--- src/rtl/mes_pkg.sv ---
package mes_pkg;
  typedef enum logic [2:0] {
    ST_WAIT_INIT,
    ST_WR_CMD,
    ST_WR_BEATS,
    ST_RD_CMD,
    ST_RD_BEATS,
    ST_IDLE
  } seq_state_e;

  localparam int NUM_BTN = 4;
  localparam int BTN_UP    = 0;
  localparam int BTN_DOWN  = 1;
  localparam int BTN_READ  = 2;
  localparam int BTN_WRITE = 3;
endpackage

--- src/rtl/mes_btn_sync.sv ---
module mes_btn_sync #(
  parameter int N = 4
) (
  input  logic         clk,
  input  logic         rst,
  input  logic [N-1:0] raw_i,
  output logic [N-1:0] pulse_o
);
  logic [N-1:0] meta_q, sync_q, prev_q;

  always_ff @(posedge clk) begin
    if (rst) begin
      meta_q <= '0;
      sync_q <= '0;
      prev_q <= '0;
    end else begin
      meta_q <= raw_i;
      sync_q <= meta_q;
      prev_q <= sync_q;
    end
  end

  assign pulse_o = sync_q & ~prev_q;

  AST_PULSE_SINGLE: assert property (@(posedge clk) disable iff (rst) ((pulse_o & $past(pulse_o)) == '0));
endmodule

--- src/rtl/mes_beat_tx.sv ---
module mes_beat_tx #(
  parameter int BEAT_W = 16,
  parameter int BEATS  = 4,
  localparam int WORD_W = BEAT_W * BEATS,
  localparam int IDX_W  = $clog2(BEATS)
) (
  input  logic              clk,
  input  logic              rst,
  input  logic              load_i,
  input  logic [WORD_W-1:0] word_i,
  output logic              valid_o,
  input  logic              ready_i,
  output logic [BEAT_W-1:0] data_o,
  output logic              done_o
);
  localparam logic [IDX_W-1:0] LAST = IDX_W'(BEATS - 1);

  logic [WORD_W-1:0] sh_q;
  logic [IDX_W-1:0]  idx_q;
  logic              act_q;

  assign valid_o = act_q;
  assign data_o  = sh_q[BEAT_W-1:0];
  assign done_o  = act_q && ready_i && (idx_q == LAST);

  always_ff @(posedge clk) begin
    if (rst) begin
      sh_q  <= '0;
      idx_q <= '0;
      act_q <= 1'b0;
    end else if (load_i) begin
      sh_q  <= word_i;
      idx_q <= '0;
      act_q <= 1'b1;
    end else if (act_q && ready_i) begin
      sh_q <= sh_q >> BEAT_W;
      if (idx_q == LAST) begin
        idx_q <= '0;
        act_q <= 1'b0;
      end else begin
        idx_q <= idx_q + IDX_W'(1);
      end
    end
  end

  AST_BEAT_HOLD: assert property (@(posedge clk) disable iff (rst) (valid_o && !ready_i) |=> (valid_o && $stable(data_o)));
  AST_NO_RELOAD: assert property (@(posedge clk) disable iff (rst) load_i |-> !act_q);
endmodule

--- src/rtl/mes_beat_rx.sv ---
module mes_beat_rx #(
  parameter int BEAT_W = 16,
  parameter int BEATS  = 4,
  localparam int WORD_W = BEAT_W * BEATS,
  localparam int IDX_W  = $clog2(BEATS)
) (
  input  logic              clk,
  input  logic              rst,
  input  logic              take_i,
  input  logic              valid_i,
  input  logic [BEAT_W-1:0] data_i,
  output logic              done_o,
  output logic [WORD_W-1:0] word_o
);
  localparam logic [IDX_W-1:0] LAST = IDX_W'(BEATS - 1);

  logic [WORD_W-1:0] sh_q;
  logic [IDX_W-1:0]  idx_q;

  assign word_o = {data_i, sh_q[WORD_W-1:BEAT_W]};
  assign done_o = take_i && valid_i && (idx_q == LAST);

  always_ff @(posedge clk) begin
    if (rst) begin
      sh_q  <= '0;
      idx_q <= '0;
    end else if (take_i && valid_i) begin
      sh_q  <= word_o;
      idx_q <= (idx_q == LAST) ? '0 : idx_q + IDX_W'(1);
    end
  end

  AST_RX_IDLE_CLEAR: assert property (@(posedge clk) disable iff (rst) !take_i |-> (idx_q == '0));
endmodule

--- src/rtl/mes_heartbeat.sv ---
module mes_heartbeat #(
  parameter int HB_BITS = 24
) (
  input  logic clk,
  input  logic rst,
  output logic led_o
);
  logic [HB_BITS-1:0] cnt_q;

  always_ff @(posedge clk) begin
    if (rst) cnt_q <= '0;
    else     cnt_q <= cnt_q + HB_BITS'(1);
  end

  assign led_o = cnt_q[HB_BITS-1];
endmodule

--- src/rtl/mem_exerciser_seq.sv ---
module mem_exerciser_seq
  import mes_pkg::*;
#(
  parameter int ADDR_W  = 4,
  parameter int BEAT_W  = 16,
  parameter int BEATS   = 4,
  parameter int HB_BITS = 24,
  parameter logic [BEAT_W*BEATS-1:0] FIXED_WORD = 64'h0123_4567_89AB_CDEF,
  localparam int WORD_W = BEAT_W * BEATS,
  localparam int SEL_W  = $clog2(WORD_W / 8)
) (
  input  logic              clk,
  input  logic              rst_sw,
  input  logic              init_done,
  output logic              cmd_valid,
  input  logic              cmd_ready,
  output logic              cmd_write,
  output logic [ADDR_W-1:0] cmd_addr,
  output logic              wr_valid,
  input  logic              wr_ready,
  output logic [BEAT_W-1:0] wr_data,
  input  logic              rd_valid,
  output logic              rd_ready,
  input  logic [BEAT_W-1:0] rd_data,
  input  logic              btn_up,
  input  logic              btn_down,
  input  logic              btn_read,
  input  logic              btn_write,
  input  logic [SEL_W-1:0]  byte_sel,
  output logic [7:0]        led,
  output logic              hb_led
);
  localparam logic [ADDR_W-1:0] LAST_ADDR = '1;

  seq_state_e          state_q, state_d;
  logic                selftest_q;
  logic                init_seen_q;
  logic [ADDR_W-1:0]   auto_addr_q;
  logic [ADDR_W-1:0]   ptr_q;
  logic [WORD_W-1:0]   shown_q;
  logic [NUM_BTN-1:0]  btn_raw, btn_pulse;
  logic                tx_load, tx_done, rx_done;
  logic [WORD_W-1:0]   tx_word, rx_word;

  function automatic logic [WORD_W-1:0] auto_word(input logic [ADDR_W-1:0] a);
    logic [WORD_W-1:0] w;
    w = '0;
    for (int b = 0; b < BEATS; b++) begin
      w[b*BEAT_W +: BEAT_W] = BEAT_W'(32'hA500 | (32'(a) << 4) | 32'(b));
    end
    return w;
  endfunction

  assign btn_raw[BTN_UP]    = btn_up;
  assign btn_raw[BTN_DOWN]  = btn_down;
  assign btn_raw[BTN_READ]  = btn_read;
  assign btn_raw[BTN_WRITE] = btn_write;

  mes_btn_sync #(.N(NUM_BTN)) u_btn (
    .clk     (clk),
    .rst     (rst_sw),
    .raw_i   (btn_raw),
    .pulse_o (btn_pulse)
  );

  mes_beat_tx #(.BEAT_W(BEAT_W), .BEATS(BEATS)) u_tx (
    .clk     (clk),
    .rst     (rst_sw),
    .load_i  (tx_load),
    .word_i  (tx_word),
    .valid_o (wr_valid),
    .ready_i (wr_ready),
    .data_o  (wr_data),
    .done_o  (tx_done)
  );

  mes_beat_rx #(.BEAT_W(BEAT_W), .BEATS(BEATS)) u_rx (
    .clk     (clk),
    .rst     (rst_sw),
    .take_i  (rd_ready),
    .valid_i (rd_valid),
    .data_i  (rd_data),
    .done_o  (rx_done),
    .word_o  (rx_word)
  );

  mes_heartbeat #(.HB_BITS(HB_BITS)) u_hb (
    .clk   (clk),
    .rst   (rst_sw),
    .led_o (hb_led)
  );

  always_comb begin
    state_d   = state_q;
    cmd_valid = 1'b0;
    cmd_write = 1'b0;
    cmd_addr  = ptr_q;
    rd_ready  = 1'b0;
    tx_load   = 1'b0;
    tx_word   = selftest_q ? auto_word(auto_addr_q) : FIXED_WORD;
    case (state_q)
      ST_WAIT_INIT: begin
        if (init_done) state_d = ST_WR_CMD;
      end
      ST_WR_CMD: begin
        cmd_valid = 1'b1;
        cmd_write = 1'b1;
        cmd_addr  = selftest_q ? auto_addr_q : ptr_q;
        if (cmd_ready) begin
          tx_load = 1'b1;
          state_d = ST_WR_BEATS;
        end
      end
      ST_WR_BEATS: begin
        if (tx_done) begin
          if (!selftest_q)                    state_d = ST_IDLE;
          else if (auto_addr_q == LAST_ADDR)  state_d = ST_RD_CMD;
          else                                state_d = ST_WR_CMD;
        end
      end
      ST_RD_CMD: begin
        cmd_valid = 1'b1;
        cmd_addr  = selftest_q ? '0 : ptr_q;
        if (cmd_ready) state_d = ST_RD_BEATS;
      end
      ST_RD_BEATS: begin
        rd_ready = 1'b1;
        if (rx_done) state_d = ST_IDLE;
      end
      ST_IDLE: begin
        if (btn_pulse[BTN_READ])       state_d = ST_RD_CMD;
        else if (btn_pulse[BTN_WRITE]) state_d = ST_WR_CMD;
      end
      default: state_d = ST_WAIT_INIT;
    endcase
  end

  always_ff @(posedge clk) begin
    if (rst_sw) begin
      state_q     <= ST_WAIT_INIT;
      selftest_q  <= 1'b1;
      init_seen_q <= 1'b0;
      auto_addr_q <= '0;
      ptr_q       <= '0;
      shown_q     <= '0;
    end else begin
      state_q <= state_d;
      if (init_done) init_seen_q <= 1'b1;
      if (state_q == ST_WR_BEATS && tx_done && selftest_q)
        auto_addr_q <= auto_addr_q + ADDR_W'(1);
      if (rx_done) begin
        shown_q    <= rx_word;
        selftest_q <= 1'b0;
      end
      if (state_q == ST_IDLE && !btn_pulse[BTN_READ] && !btn_pulse[BTN_WRITE]) begin
        if (btn_pulse[BTN_UP])        ptr_q <= ptr_q + ADDR_W'(1);
        else if (btn_pulse[BTN_DOWN]) ptr_q <= ptr_q - ADDR_W'(1);
      end
    end
  end

  assign led = shown_q[{byte_sel, 3'b000} +: 8];

  AST_NO_EARLY_CMD: assert property (@(posedge clk) disable iff (rst_sw) (cmd_valid || wr_valid) |-> init_seen_q);
  AST_CMD_HOLD: assert property (@(posedge clk) disable iff (rst_sw) (cmd_valid && !cmd_ready) |=> (cmd_valid && $stable(cmd_addr) && $stable(cmd_write)));
  AST_BEATS_AFTER_CMD: assert property (@(posedge clk) disable iff (rst_sw) wr_valid |-> (state_q == ST_WR_BEATS));
  AST_PTR_STEP: assert property (@(posedge clk) disable iff (rst_sw) (ptr_q != $past(ptr_q)) |-> ((ADDR_W'(ptr_q - $past(ptr_q)) == ADDR_W'(1)) || (ADDR_W'($past(ptr_q) - ptr_q) == ADDR_W'(1))));
  AST_PTR_FROZEN_BUSY: assert property (@(posedge clk) disable iff (rst_sw) (state_q != ST_IDLE) |=> (ptr_q == $past(ptr_q)));
  AST_SHOWN_ONLY_READ: assert property (@(posedge clk) disable iff (rst_sw) (shown_q != $past(shown_q)) |-> $past(rx_done));
endmodule

--- config.mk ---
export PLATFORM = sky130hd
export DESIGN_NAME = mem_exerciser_seq
export DESIGN_NICKNAME = d
export VERILOG_FILES = /design/src/rtl/mes_pkg.sv /design/src/rtl/mes_btn_sync.sv /design/src/rtl/mes_beat_tx.sv /design/src/rtl/mes_beat_rx.sv /design/src/rtl/mes_heartbeat.sv /design/src/rtl/mem_exerciser_seq.sv
export SDC_FILE = /design/constraint.sdc
export NUM_CORES = 1
export LEC_CHECK = 0
export CORE_MARGIN = 2
export CORE_UTILIZATION = 65
export CTS_BUF_LIST = sky130_fd_sc_hd__clkbuf_2 sky130_fd_sc_hd__clkbuf_4 sky130_fd_sc_hd__clkbuf_8
export CTS_CLUSTER_SIZE = 24
export DETAILED_ROUTE_END_ITERATION = 10
export PLACE_DENSITY = 0.9
export SLEW_MARGIN = 20
export SYNTH_ARGS = -nofsm -noshare
export SYNTH_HDL_FRONTEND = slang
export SYNTH_SLANG_ARGS = --single-unit
--- constraint.sdc ---
create_clock -name clk -period 5.9 [get_ports clk]
set_input_delay 1.18 -clock clk [delete_from_list [all_inputs] [get_ports clk]]
set_output_delay 1.18 -clock clk [all_outputs]
set_load 0.01 [all_outputs]
Word level (Yosys, flattened, before mapping):

Index checks and enable logic that the tools add are counted.

* register bits after elaboration: 245
* bits of input ports: 29
* output and inout port bits: 33

* add/subtract/negate cells: 6
* equality and inequality tests: 14
* shift-type cells: 1
* multiplexer cells: 28
* bitwise operators: 2
* reduce and logical (&&, ||, !) cells: 19

Operators by type and width (count)
* 64-bit 2-to-1 mux: 3
* 64-bit by 7-bit indexed part select with 8-bit output: 1
* 24-bit by 1-bit adder with 24-bit output (second input constant): 1
* 3-bit 2-to-1 mux: 8
* 3-bit case mux with 6 select lines: 1
* 4-bit 2-to-1 mux: 4
* 2-bit != test (second input constant): 5
* 4-bit by 1-bit adder with 4-bit output (second input constant): 2
* 1-bit logical AND: 8
* 1-bit 2-to-1 mux: 8
* 4-bit case mux with 2 select lines: 1
* 3-bit by 2-bit equality test with 1-bit output (second input constant): 2
* 3-bit equality test (second input constant): 2
* 2-bit 2-to-1 mux: 3
* 6-bit AND reduction: 1
* 2-bit nonzero test: 3
* 2-bit by 1-bit adder with 2-bit output (second input constant): 2
* 4-bit AND: 1
* 2-bit equality test (second input constant): 2
* 4-bit equality test (second input constant): 1
* 4-bit NOT: 1
* 2-bit AND reduction: 2
* 2-bit OR reduction: 2
* 4-bit by 1-bit subtractor with 4-bit output (second input constant): 1
* other kinds (4): 5

Logic depth before layout (Yosys ltp):

Gate-level depths: netlist of run 1.

* depth in word-level cells: 6
* depth in mapped cells: 7
* gate-level depth less buffers: 7

By module:

A second synthesis of run 1 with hierarchy kept.

* cell total of the unflattened synthesis: 1101
* area total of the unflattened synthesis: 11237.0 sq um

By module, submodules not included
* mes_beat_tx: instances 1, cells each 374, area an instance 3654.8 sq um
* mem_exerciser_seq: instances 1, cells each 332, area an instance 3562.2 sq um
* mes_beat_rx: instances 1, cells each 246, area an instance 2557.5 sq um
* mes_heartbeat: instances 1, cells each 120, area an instance 1071.0 sq um
* mes_btn_sync: instances 1, cells each 29, area an instance 391.6 sq um

Worst setup path after synthesis of run 1:

Ideal clock, no wire load.

* path type: input to output
* from: input byte_sel[0]
* to: output led[0]
* data arrival time: 2515 ps
* data required time: 4720 ps
* slack: 2205 ps
* cell stages on the path: 4
* cells stage by stage: buf_2 > buf_2 > mux4_2 > mux2_2

* word-level cells in the longest chain between the ends: 1

RTL lines
* start, declared: line mem_exerciser_seq.sv:29 `input logic [SEL_W-1:0] byte_sel,`
* 64-bit by 7-bit indexed part select with 8-bit output: line mem_exerciser_seq.sv:162 `assign led = shown_q[{byte_sel, 3'b000} +: 8];`
* end, declared: line mem_exerciser_seq.sv:30 `output logic [7:0] led,`

No other way between the ends.

Worst setup path after layout of run 1:

* from: input byte_sel[1]
* to: output led[0]

Same word-level chain as after synthesis.

==> results of run 1 <==
## layout make-up
cell class	instances	area share [%]
flip-flops and latches	203	43.67
multi-input cells	685	40.01
repair buffers	66	6.884
clock buffers	49	6.507
well taps	168	2.259
clock inverters	8	0.4302
inverters	6	0.2420
## worst max path at each step
| stage | cells past startpoint | from | to |
|---|---|---|---|
| finish | 4 | byte_sel[1] | led[0] |
| global route | 4 | byte_sel[1] | led[0] |
| CTS | 4 | byte_sel[1] | led[0] |
| detailed placement | 4 | byte_sel[1] | led[6] |
| global placement | 4 | byte_sel[1] | led[6] |
| floorplan | 4 | byte_sel[0] | led[0] |
## worst max-delay path, cell delays in order
cell	delay (ns)
clkdlybuf4s50_1	0.94
mux4_2	0.43
mux2_2	0.29
clkdlybuf4s50_1	0.48
## registers in the layout, summed over array words and instances, names as in the netlist
name / count
shown_q: 64
u_rx.sh_q: 48
u_tx.sh_q: 38
u_hb.cnt_q: 24
auto_addr_q: 4
ptr_q: 4
u_btn.meta_q: 4
u_btn.prev_q: 4
u_btn.sync_q: 4
state_q: 3
u_rx.idx_q: 2
u_tx.idx_q: 2
selftest_q: 1
u_tx.valid_o: 1
## Yosys cell counts, drive strengths merged (4+ instances only)
cell type and count:
a211oi 7, a21oi 155, a31oi 18, and2 6
and3 4, and4 5, buf 37, clkbuf 46
dfxtp 203, ha 6, inv 6, mux2 8
mux4 16, nand2 305, nand2b 4, nand3 10
nand4 12, nor2 36, nor2b 14, o21ai 16
o31ai 8, or3 5, or4 9, xor2 12
## power breakdown
part	internal, mW	total, mW	switching, mW
Combinational	0.0789	0.182	0.103
Sequential	1.41	1.43	0.0261
Clock	0.651	1.18	0.526
Total	2.14	2.79	0.655
## cells by family after synthesis
logic type | Yosys count
buffers and inverters | 89
adders and majority gates | 7
DFF | 203
muxes | 27
AOI/OAI and AO/OA | 213
and+or+nand+nor | 421
xor gates and xnor gates | 15
other | 1
## layer usage
layer	vias up	routed length (um)
li1	3322	-
met2	253	8369
met5	-	0
met3	33	1365
met1	3276	7938
met4	0	353
==> flow_metrics.env, run 1 <==
export IMPL_dpl_hpwl_um=10840
export IMPL_setup_violations=0
export IMPL_worstReg2RegStart="state_q[2]"
export IMPL_io_buffers=59
export IMPL_post_cts_buffers=0
export IMPL_grt_pass1_wl_um=29650
export IMPL_p_per_area_mw_per_mm2=299.8
export IMPL_drv_slew=0
export IMPL_synth_top_area_share_pct=49.66
export IMPL_synth_warnings=0
export IMPL_skew_ns=0.01844
export IMPL_crit_arrival_ns=3.34
export IMPL_fin_area_sq_mm=0.009306
export IMPL_setup_tns_ns=0
export IMPL_synth_distinct_cells=49
export IMPL_cts_tree="yes"
export IMPL_io_pins=62
export IMPL_crit_path_start_kind="primary input"
export IMPL_hold_path_depth=1
export IMPL_fin_ws_ns=1.385
export IMPL_syn_cell_area_sq_mm=0.008184
export IMPL_n_antenna_cell=0
export IMPL_max_slew_margin_rel_pct=38.50
export IMPL_postPlaceCellArea_sq_mm=0.008658
export IMPL_crit_required_ns=4.72
export IMPL_critPathKind="in2out"
export IMPL_grt_use_met3_pct=5.605
export IMPL_synthCells=976
export IMPL_hold_path_class="reg2reg"
export IMPL_dr_pass1_iters=5
export IMPL_synth_adder_area_share_pct=1.162
export IMPL_cts_resized=0
export IMPL_yosys_top_cells_area="dfxtp_1 50%, nand2_1 14%, a21oi_1 9.5%"
export IMPL_worst_pin_slew_ns=0.9226
export IMPL_die_area_sq_mm=0.01350
export IMPL_grtUsageMet1_pct=37.86
export IMPL_clkTransAtPathRegs_ns=0.06
export IMPL_grt_pass1_vias=6285
export IMPL_power_mw=2.790
export IMPL_reg2reg_depth=6
export IMPL_pre_cts_ws_ns=1.380
export IMPL_ys_seq_area_share_pct=49.66
export IMPL_num_fill_cells=830
export IMPL_viasPerCell=5.809
export IMPL_start_util_pct=67.29
export IMPL_min_from="u_btn.meta_q[3]"
export IMPL_synth_top_family_by_area="simple AND/OR/NAND/NOR gates"
export IMPL_gr_max_usage_layer="met2"
export IMPL_layout_cells_most_common="nand2_1"
export IMPL_die_h_um=116.2
export IMPL_antenna_found_initial=0
export IMPL_ys_flop_type="dfxtp_1"
export IMPL_die_w_um=116.2
export IMPL_ant_nets=0
export IMPL_fin_nets=1029
export IMPL_drt_iter0_drc=600
export IMPL_grt_met2_usage_pct=41.95
export IMPL_vias=6884
export IMPL_htreeDepth=1
export IMPL_multi_input_area_sq_mm=0.003724
export IMPL_rows=40
export IMPL_min_to="u_btn.sync_q[3]"
export IMPL_rr_endpoint="shown_q[52]"
export IMPL_ir_drop_mv=0.1927
export IMPL_numCtsBuffers=31
export IMPL_root_buffer="clkbuf_8"
export IMPL_synth_simple_area_share_pct=22.37
export IMPL_layout_cells_non_filler=1185
export IMPL_fmax_mhz=221.5
export IMPL_synth_xor_area_share_pct=1.605
export IMPL_hold_ws_ns=0.4384
export IMPL_grtUsageTotal_pct=26.80
export IMPL_max_cap_violations=0
export IMPL_cp_end_kind="primary output"
export IMPL_min_period_over_period_pct=76.53
export IMPL_layout_common_cells="303 x nand2_1, 203 x dfxtp_1, 155 x a21oi_1"
export IMPL_dp_cells=1128
export IMPL_clk_path_buf_depth=3
export IMPL_p_leak_nw=3.176
export IMPL_outcome="finished, final reports clean"
export IMPL_syn_to_final_growth_pct=13.71
export IMPL_ys_ff_latch=203
export IMPL_seqCellArea_sq_mm=0.004064
export IMPL_synthMuxAreaShare_pct=5.871
export IMPL_fin_util_pct=76.52
export IMPL_ff2ff_setup_slack_ns=3.00
export IMPL_grt_setup_unrepaired="no"
export IMPL_path_max_fanout=16
export IMPL_fin_crit_ns=4.516
export IMPL_grt_ovfl_total=0
export IMPL_drive_gt1_share_pct=9.833
export IMPL_wl_per_cell_um=15.21
export IMPL_gp_congestion=0.8573
export IMPL_synth_compound_area_share_pct=14.14
export IMPL_final_hold_violation_count=0
export IMPL_synth_edf_count=0
export IMPL_grt_max_degree=95
export IMPL_clock_latency_ns=0.55
export IMPL_ctsHoldBuffers=0
export IMPL_wirelength_um=18030
export IMPL_drc=0
export IMPL_synth_area_leader_cell="dfxtp_1"
export IMPL_avgSynthCellArea_sq_um=8.385
export IMPL_core_area_sq_mm=0.01216
export IMPL_clock_sinks=203
export IMPL_async_reset_ff_share_pct=0
(Power assumes the default switching activity.)
==> run 2, diff against run 1 <==
CORE_UTILIZATION = 55   (was 65)
PLACE_DENSITY = 0.82   (was 0.9)
clock period = 4.15 ns   (was 5.9 ns; I/O delays follow)
==> run 2 against run 1 <==
Compared with the run above:
- die area rose by 18%
- global-route usage shrank 5.3 points
- wire length fell by 5.8%
- worst setup slack worse by 0.99 ns
- count of clock-buffer cells in the layout shrank 1
- clock skew up 0.0071 ns
- cell count rose by 1.9%
- sequential power up 42%
- design area increased by 1.5%
- sequential cell count did not move
- clock power grew 59%
- register-to-register slack lost 1.1 ns
- largest power group unchanged
==> flow_metrics.env, run 2 (synthesis gave the netlist of run 1 again) <==
export IMPL_postPlaceCellArea_sq_mm=0.008708
export IMPL_clock_sinks=203
export IMPL_cp_cell_sequence="clkdlybuf4s50_1 -> buf_4 -> mux4_2 -> mux2_2 -> clkdlybuf4s50_1"
export IMPL_p_leak_nw=3.223
export IMPL_cp_slowest_cell="mux4_2"
export IMPL_outcome="finished, final reports clean"
export IMPL_grt_setup_unrepaired="no"
export IMPL_critPathTopFamily="buffers and inverters"
export IMPL_vias=6649
export IMPL_skew_ns=0.02551
export IMPL_die_w_um=126.0
export IMPL_worst_pin_slew_ns=0.9727
export IMPL_setup_violations=0
export IMPL_fin_area_sq_mm=0.009447
export IMPL_die_area_sq_mm=0.01587
export IMPL_top_register="shown_q"
export IMPL_cts_tree="yes"
export IMPL_min_period_over_period_pct=90.39
export IMPL_numCtsBuffers=34
export IMPL_viasPerCell=5.504
export IMPL_drv_slew=0
export IMPL_power_frac_comb_pct=6.2
export IMPL_max_stage_delay_ns=0.55
export IMPL_grt_max_degree=98
export IMPL_dr_pass1_iters=5
export IMPL_min_from="u_rx.sh_q[29]"
export IMPL_hold_path_class="reg2reg"
export IMPL_die_h_um=126.0
export IMPL_ant_nets=0
export IMPL_max_cap_violations=0
export IMPL_ir_drop_mv=0.2850
export IMPL_htreeDepth=2
export IMPL_antenna_found_initial=1
export IMPL_cp_end_kind="primary output"
export IMPL_max_slew_margin_rel_pct=35.15
export IMPL_startpoint="byte_sel[0]"
export IMPL_crit_arrival_ns=2.92
export IMPL_grtUsageTotal_pct=21.47
export IMPL_final_hold_violation_count=0
export IMPL_start_util_pct=56.31
export IMPL_dpl_hpwl_um=10580
export IMPL_core_area_sq_mm=0.01453
export IMPL_grt_pass1_wl_um=28710
export IMPL_grt_ovfl_total=0
export IMPL_path_common_cell="clkdlybuf4s50_1"
export IMPL_p_sw_uw=965.7
export IMPL_post_cts_buffers=0
export IMPL_power_internal_mw=3.204
export IMPL_gp_congestion=0.8220
export IMPL_drt_iter0_drc=453
export IMPL_num_fill_cells=1247
export IMPL_clock_latency_ns=0.52
export IMPL_fin_nets=1036
export IMPL_largest_register_ffs=64
export IMPL_switching_share_pct=23.16
export IMPL_pwr_share_seq_pct=48.8
export IMPL_largestRegisters="shown_q (64), u_rx.sh_q (48), u_tx.sh_q (38)"
export IMPL_wirelength_um=16990
export IMPL_cp_buffers_inverters=3
export IMPL_p_clk_share_pct=45.0
export IMPL_worstReg2RegStart="state_q[2]"
export IMPL_clk_path_buf_depth=3
export IMPL_drive_gt1_share_pct=10.35
export IMPL_io_pins=62
export IMPL_cts_resized=0
export IMPL_crit_path_start_kind="primary input"
export IMPL_io_buffers=59
export IMPL_clkTransAtPathRegs_ns=0.06
export IMPL_wl_per_cell_um=14.06
export IMPL_p_per_area_mw_per_mm2=441.4
export IMPL_drc=0
export IMPL_critPathKind="in2out"
export IMPL_fin_crit_ns=3.751
export IMPL_path_max_fanout=16
export IMPL_fmax_mhz=266.6
export IMPL_layout_common_cells="304 x nand2_1, 203 x dfxtp_1, 155 x a21oi_1"
export IMPL_layout_cells_most_common="nand2_1"
export IMPL_setup_tns_ns=0
export IMPL_n_antenna_cell=0
export IMPL_syn_to_final_growth_pct=15.43
export IMPL_root_buffer="clkbuf_8"
export IMPL_crit_required_ns=3.32
export IMPL_rows=44
export IMPL_ctsHoldBuffers=0
export IMPL_grt_pass1_vias=6051
==> run 2: cell type report <==
cell class                      count  area, sq um  share of cell area, %
Clock buffer                       48        616.8                  6.530
Clock inverter                     12        121.4                  1.285
Inverter                            6        22.52                 0.2384
Multi-Input combinational cell    685         3721                  39.39
Sequential cell                   203         4064                  43.02
Tap cell                          184        230.2                  2.437
Timing Repair Buffer               70        670.6                  7.099
==> run 2: power groups by stage <==
| stage | combinational (mW) | clock (mW) | sequential [mW] |
|---|---|---|---|
| after global placement | 0.254 | 0 | 2.07 |
| after CTS | 0.259 | 1.92 | 2.03 |
| after global routing | 0.285 | 2.02 | 2.04 |
| after detailed placement | 0.258 | 0 | 2.08 |
| final | 0.258 | 1.88 | 2.03 |
| after floorplan | 0.187 | 0 | 2.06 |
==> run 2: worst paths after layout <==
check | endpoint | slack [ns] | cells past startpoint
setup / recovery | led[6] | 0.40 | 5
hold / removal | shown_q[13] | 0.43 | 2
setup reg to reg | shown_q[14] | 1.94 | 6
hold reg to reg | shown_q[13] | 0.43 | 2
==> run 2: worst reg2reg max path: cells and delay by family (launching register included) <==
kind | cells | cell delay, ns
and+or+nand+nor | 3 | 0.60
AOI/OAI and AO/OA | 1 | 0.08
DFF | 1 | 0.53
buffers and inverters | 2 | 0.84
==> run 2: through the flow <==
stage / utilization, % / worst slack (ns) / instances / hold WS [ns] / total power, mW
final: 65.00 / 0.3989 / 1208 / 0.4337 / 4.170
after global routing: 65.00 / 0.3229 / 1208 / 0.4559 / 4.342
after CTS: 65.00 / 0.3824 / 1208 / 0.4439 / 4.217
after detailed placement: 59.92 / 0.3980 / 1148 / 0.4310 / 2.334
after global placement: 59.92 / 0.4333 / 1148 / 0.4165 / 2.328
after floorplan: - / 1.155 / 977 / 0.4138 / 2.247
==> run 2: per-layer routing <==
metal	GRT usage (%)	routed length, um
met5	0	0
met4	5.559	230
met3	5.820	1105
met2	32.48	7574
met1	30.67	8077
==> run 3, diff against run 2 <==
CORE_UTILIZATION = 56   (was 55)
PLACE_DENSITY = 0.78   (was 0.82)
SETUP_SLACK_MARGIN = 0.15   (was unset)
SYNTH_HIERARCHICAL = 1   (was unset)
==> run 3 against run 2 <==
Compared with the run above:
- combinational power increased by 84%
- non-clock buffer count grew 7
- maximum frequency is 0.74% lower
- core utilization decreased by 1.9 points
- via count increased by 16%
- power increased by 16%
- sequential cell count increased by 26
- global-route usage decreased by 1.9 points
- die area rose by 34%
- largest power group unchanged
==> flow_metrics.env, run 3 <==
export IMPL_synth_top_area_share_pct=40.80
export IMPL_vias=7745
export IMPL_grt_pass1_vias=7100
export IMPL_wl_per_cell_um=15.01
export IMPL_numCtsBuffers=39
export IMPL_worstReg2RegStart="state_q[0]"
export IMPL_antenna_found_initial=0
export IMPL_ir_drop_mv=0.2562
export IMPL_cp_slowest_cell="mux4_1"
export IMPL_post_cts_buffers=0
export IMPL_layout_cells_most_common="dfxtp_1"
export IMPL_synth_warnings=6
export IMPL_synth_edf_count=0
export IMPL_cts_tree="yes"
export IMPL_worst_pin_slew_ns=1.052
export IMPL_crit_arrival_ns=2.95
export IMPL_hold_path_class="reg2reg"
export IMPL_critPathCapture="led[4]"
export IMPL_cp_cell_sequence="clkdlybuf4s50_1 -> buf_4 -> mux4_1 -> mux2_2 -> clkdlybuf4s50_1"
export IMPL_power_internal_mw=3.659
export IMPL_syn_to_final_growth_pct=9.966
export IMPL_root_buffer="clkbuf_8"
export IMPL_drt_iter0_drc=487
export IMPL_path_common_cell="clkdlybuf4s50_1"
export IMPL_yosys_top_cells_area="dfxtp_1 41%, a2111oi_2 6.4%, mux2i_1 6.0%"
export IMPL_final_hold_violation_count=0
export IMPL_viasPerCell=5.505
export IMPL_setup_tns_ns=0
export IMPL_die_w_um=145.7
export IMPL_grt_setup_unrepaired="no"
export IMPL_min_period_over_period_pct=91.06
export IMPL_setup_violations=0
export IMPL_dr_pass1_iters=7
export IMPL_ff2ff_setup_slack_ns=1.73
export IMPL_rows=51
export IMPL_die_h_um=145.7
export IMPL_grt_max_degree=116
export IMPL_io_buffers=61
export IMPL_n_antenna_cell=0
export IMPL_switching_share_pct=24.35
export IMPL_syn_cell_area_sq_mm=0.01124
export IMPL_clkTransAtPathRegs_ns=0.06
export IMPL_hold_path_depth=1
export IMPL_skew_ns=0.01774
export IMPL_outcome="finished, final reports clean"
export IMPL_fin_crit_ns=3.779
export IMPL_dpl_hpwl_um=12900
export IMPL_critPathKind="in2out"
export IMPL_pwr_share_seq_pct=48.0
export IMPL_p_leak_nw=4.306
export IMPL_synth_area_leader_cell="dfxtp_1"
export IMPL_core_area_sq_mm=0.01959
export IMPL_ctsHoldBuffers=0
export IMPL_ys_ff_latch=229
export IMPL_layout_common_cells="229 x dfxtp_1, 88 x nor2_1, 67 x mux2i_1"
export IMPL_max_cap_violations=0
export IMPL_io_pins=62
export IMPL_avgSynthCellArea_sq_um=10.21
export IMPL_rr_endpoint="u_tx/sh_q[22]"
export IMPL_fmax_mhz=264.6
export IMPL_grtUsageTotal_pct=19.57
export IMPL_drc=0
export IMPL_htreeDepth=2
export IMPL_crit_path_start_kind="primary input"
export IMPL_power_frac_comb_pct=9.8
export IMPL_synthTopCellsByCount="229 x dfxtp_1, 89 x nor2_1, 67 x mux2i_1, 62 x nor3_1, 61 x nand3_1"
export IMPL_largestRegisters="shown_q (64), u_tx/sh_q (64), u_rx/sh_q (48)"
export IMPL_clk_path_buf_depth=3
export IMPL_multi_input_area_sq_mm=0.005653
export IMPL_hold_ws_ns=0.4373
export IMPL_start_util_pct=57.36
export IMPL_clock_latency_ns=0.53
export IMPL_seqCellArea_sq_mm=0.004584
export IMPL_ys_seq_area_share_pct=40.80
export IMPL_power_mw=4.837
export IMPL_startpoint="byte_sel[0]"
export IMPL_die_area_sq_mm=0.02122
export IMPL_async_reset_ff_share_pct=0
export IMPL_max_stage_delay_ns=0.59
export IMPL_ys_flop_type="dfxtp_1"
export IMPL_crit_required_ns=3.32
export IMPL_pre_cts_ws_ns=0.3532
export IMPL_max_slew_margin_rel_pct=29.87
export IMPL_ant_nets=0
export IMPL_cp_end_kind="primary output"
export IMPL_path_max_fanout=16
export IMPL_p_clk_share_pct=42.2
export IMPL_clock_sinks=229
export IMPL_num_fill_cells=1608
export IMPL_gp_congestion=0.7953
export IMPL_synthMostInstantiatedCell="dfxtp_1"
export IMPL_grt_pass1_wl_um=35290
export IMPL_synth_distinct_cells=60
export IMPL_p_per_area_mw_per_mm2=391.5
export IMPL_grt_ovfl_total=0
export IMPL_p_sw_mw=1.178
export IMPL_fin_nets=1154
export IMPL_drv_slew=0
export IMPL_fin_ws_ns=0.3708
export IMPL_reg2reg_depth=5
export IMPL_drive_gt1_share_pct=22.42
export IMPL_wirelength_um=21120
export IMPL_cts_resized=0
export IMPL_synthCells=1101
[run 3: changes by cell type after synthesis, sizes merged, moves of 53 or more]
cell,delta
mux2i,+64
nor2,+53
nand2,-270
nor3,+97
a21oi,-74
buf,+71
[run 3: power by group through the flow]
stage | registers [mW] | logic, mW | clock network, mW
after floorplan | 2.36 | 0.418 | 0
after global placement | 2.37 | 0.466 | 0
after detailed placement | 2.37 | 0.475 | 0
after CTS | 2.32 | 0.477 | 2.09
after global routing | 2.33 | 0.520 | 2.18
final | 2.32 | 0.475 | 2.04
[run 3: cells by family (layout without fill, tap and decap cells)]
kind of cell	count (synthesis)	in the layout	synth area share [%]
buffers and inverters	184	199	9.955
AOI/OAI and AO/OA	204	204	17.68
adders and majority gates	7	7	0.8462
xor gates and xnor gates	16	16	1.247
and+or+nand+nor	364	364	18.53
DFF	229	229	40.80
other	2	28	0.06683
muxes	95	95	10.88
[run 3: final cells by class]
cell class	count	area share, %
multi-input combinational	714	45.75
sequential	229	37.10
timing repair buffer	77	6.318
clock buffer	62	6.247
tap	265	2.683
inverter	57	1.731
clock inverter	3	0.1721
[run 3: stage by stage]
stage / cell area [sq um] / util, % / std cells
floorplan: 11330 / - / 1127
global placement: 11560 / 59.03 / 1342
detailed placement: 11560 / 59.03 / 1342
CTS: 12360 / 63.08 / 1407
global route: 12360 / 63.08 / 1407
finish: 12360 / 63.08 / 1407
[run 3: worst min path at each step]
stage | endpoint | from
after floorplan | u_btn/sync_q[0] | u_btn/meta_q[0]
after global placement | u_btn/sync_q[0] | u_btn/meta_q[0]
after detailed placement | u_btn/sync_q[1] | u_btn/meta_q[1]
after CTS | u_btn/sync_q[1] | u_btn/meta_q[1]
after global routing | u_btn/sync_q[0] | u_btn/meta_q[0]
final | u_btn/sync_q[1] | u_btn/meta_q[1]
[run 3: layer usage]
metal	vias to the layer above	GRT usage (%)	part of all wire, %	routed length (um)
li1	3905	-	-	-
met1	3700	29.86	52	11030
met4	0	6.618	1.8	375
met2	113	28.08	43	9020
met5	-	0	0	0
met3	27	3.103	3.3	695
[run 3: critical path: cells and delay by family]
kind     cells  cell delay [ns]
buf+inv      3             1.22
mux          2             0.88
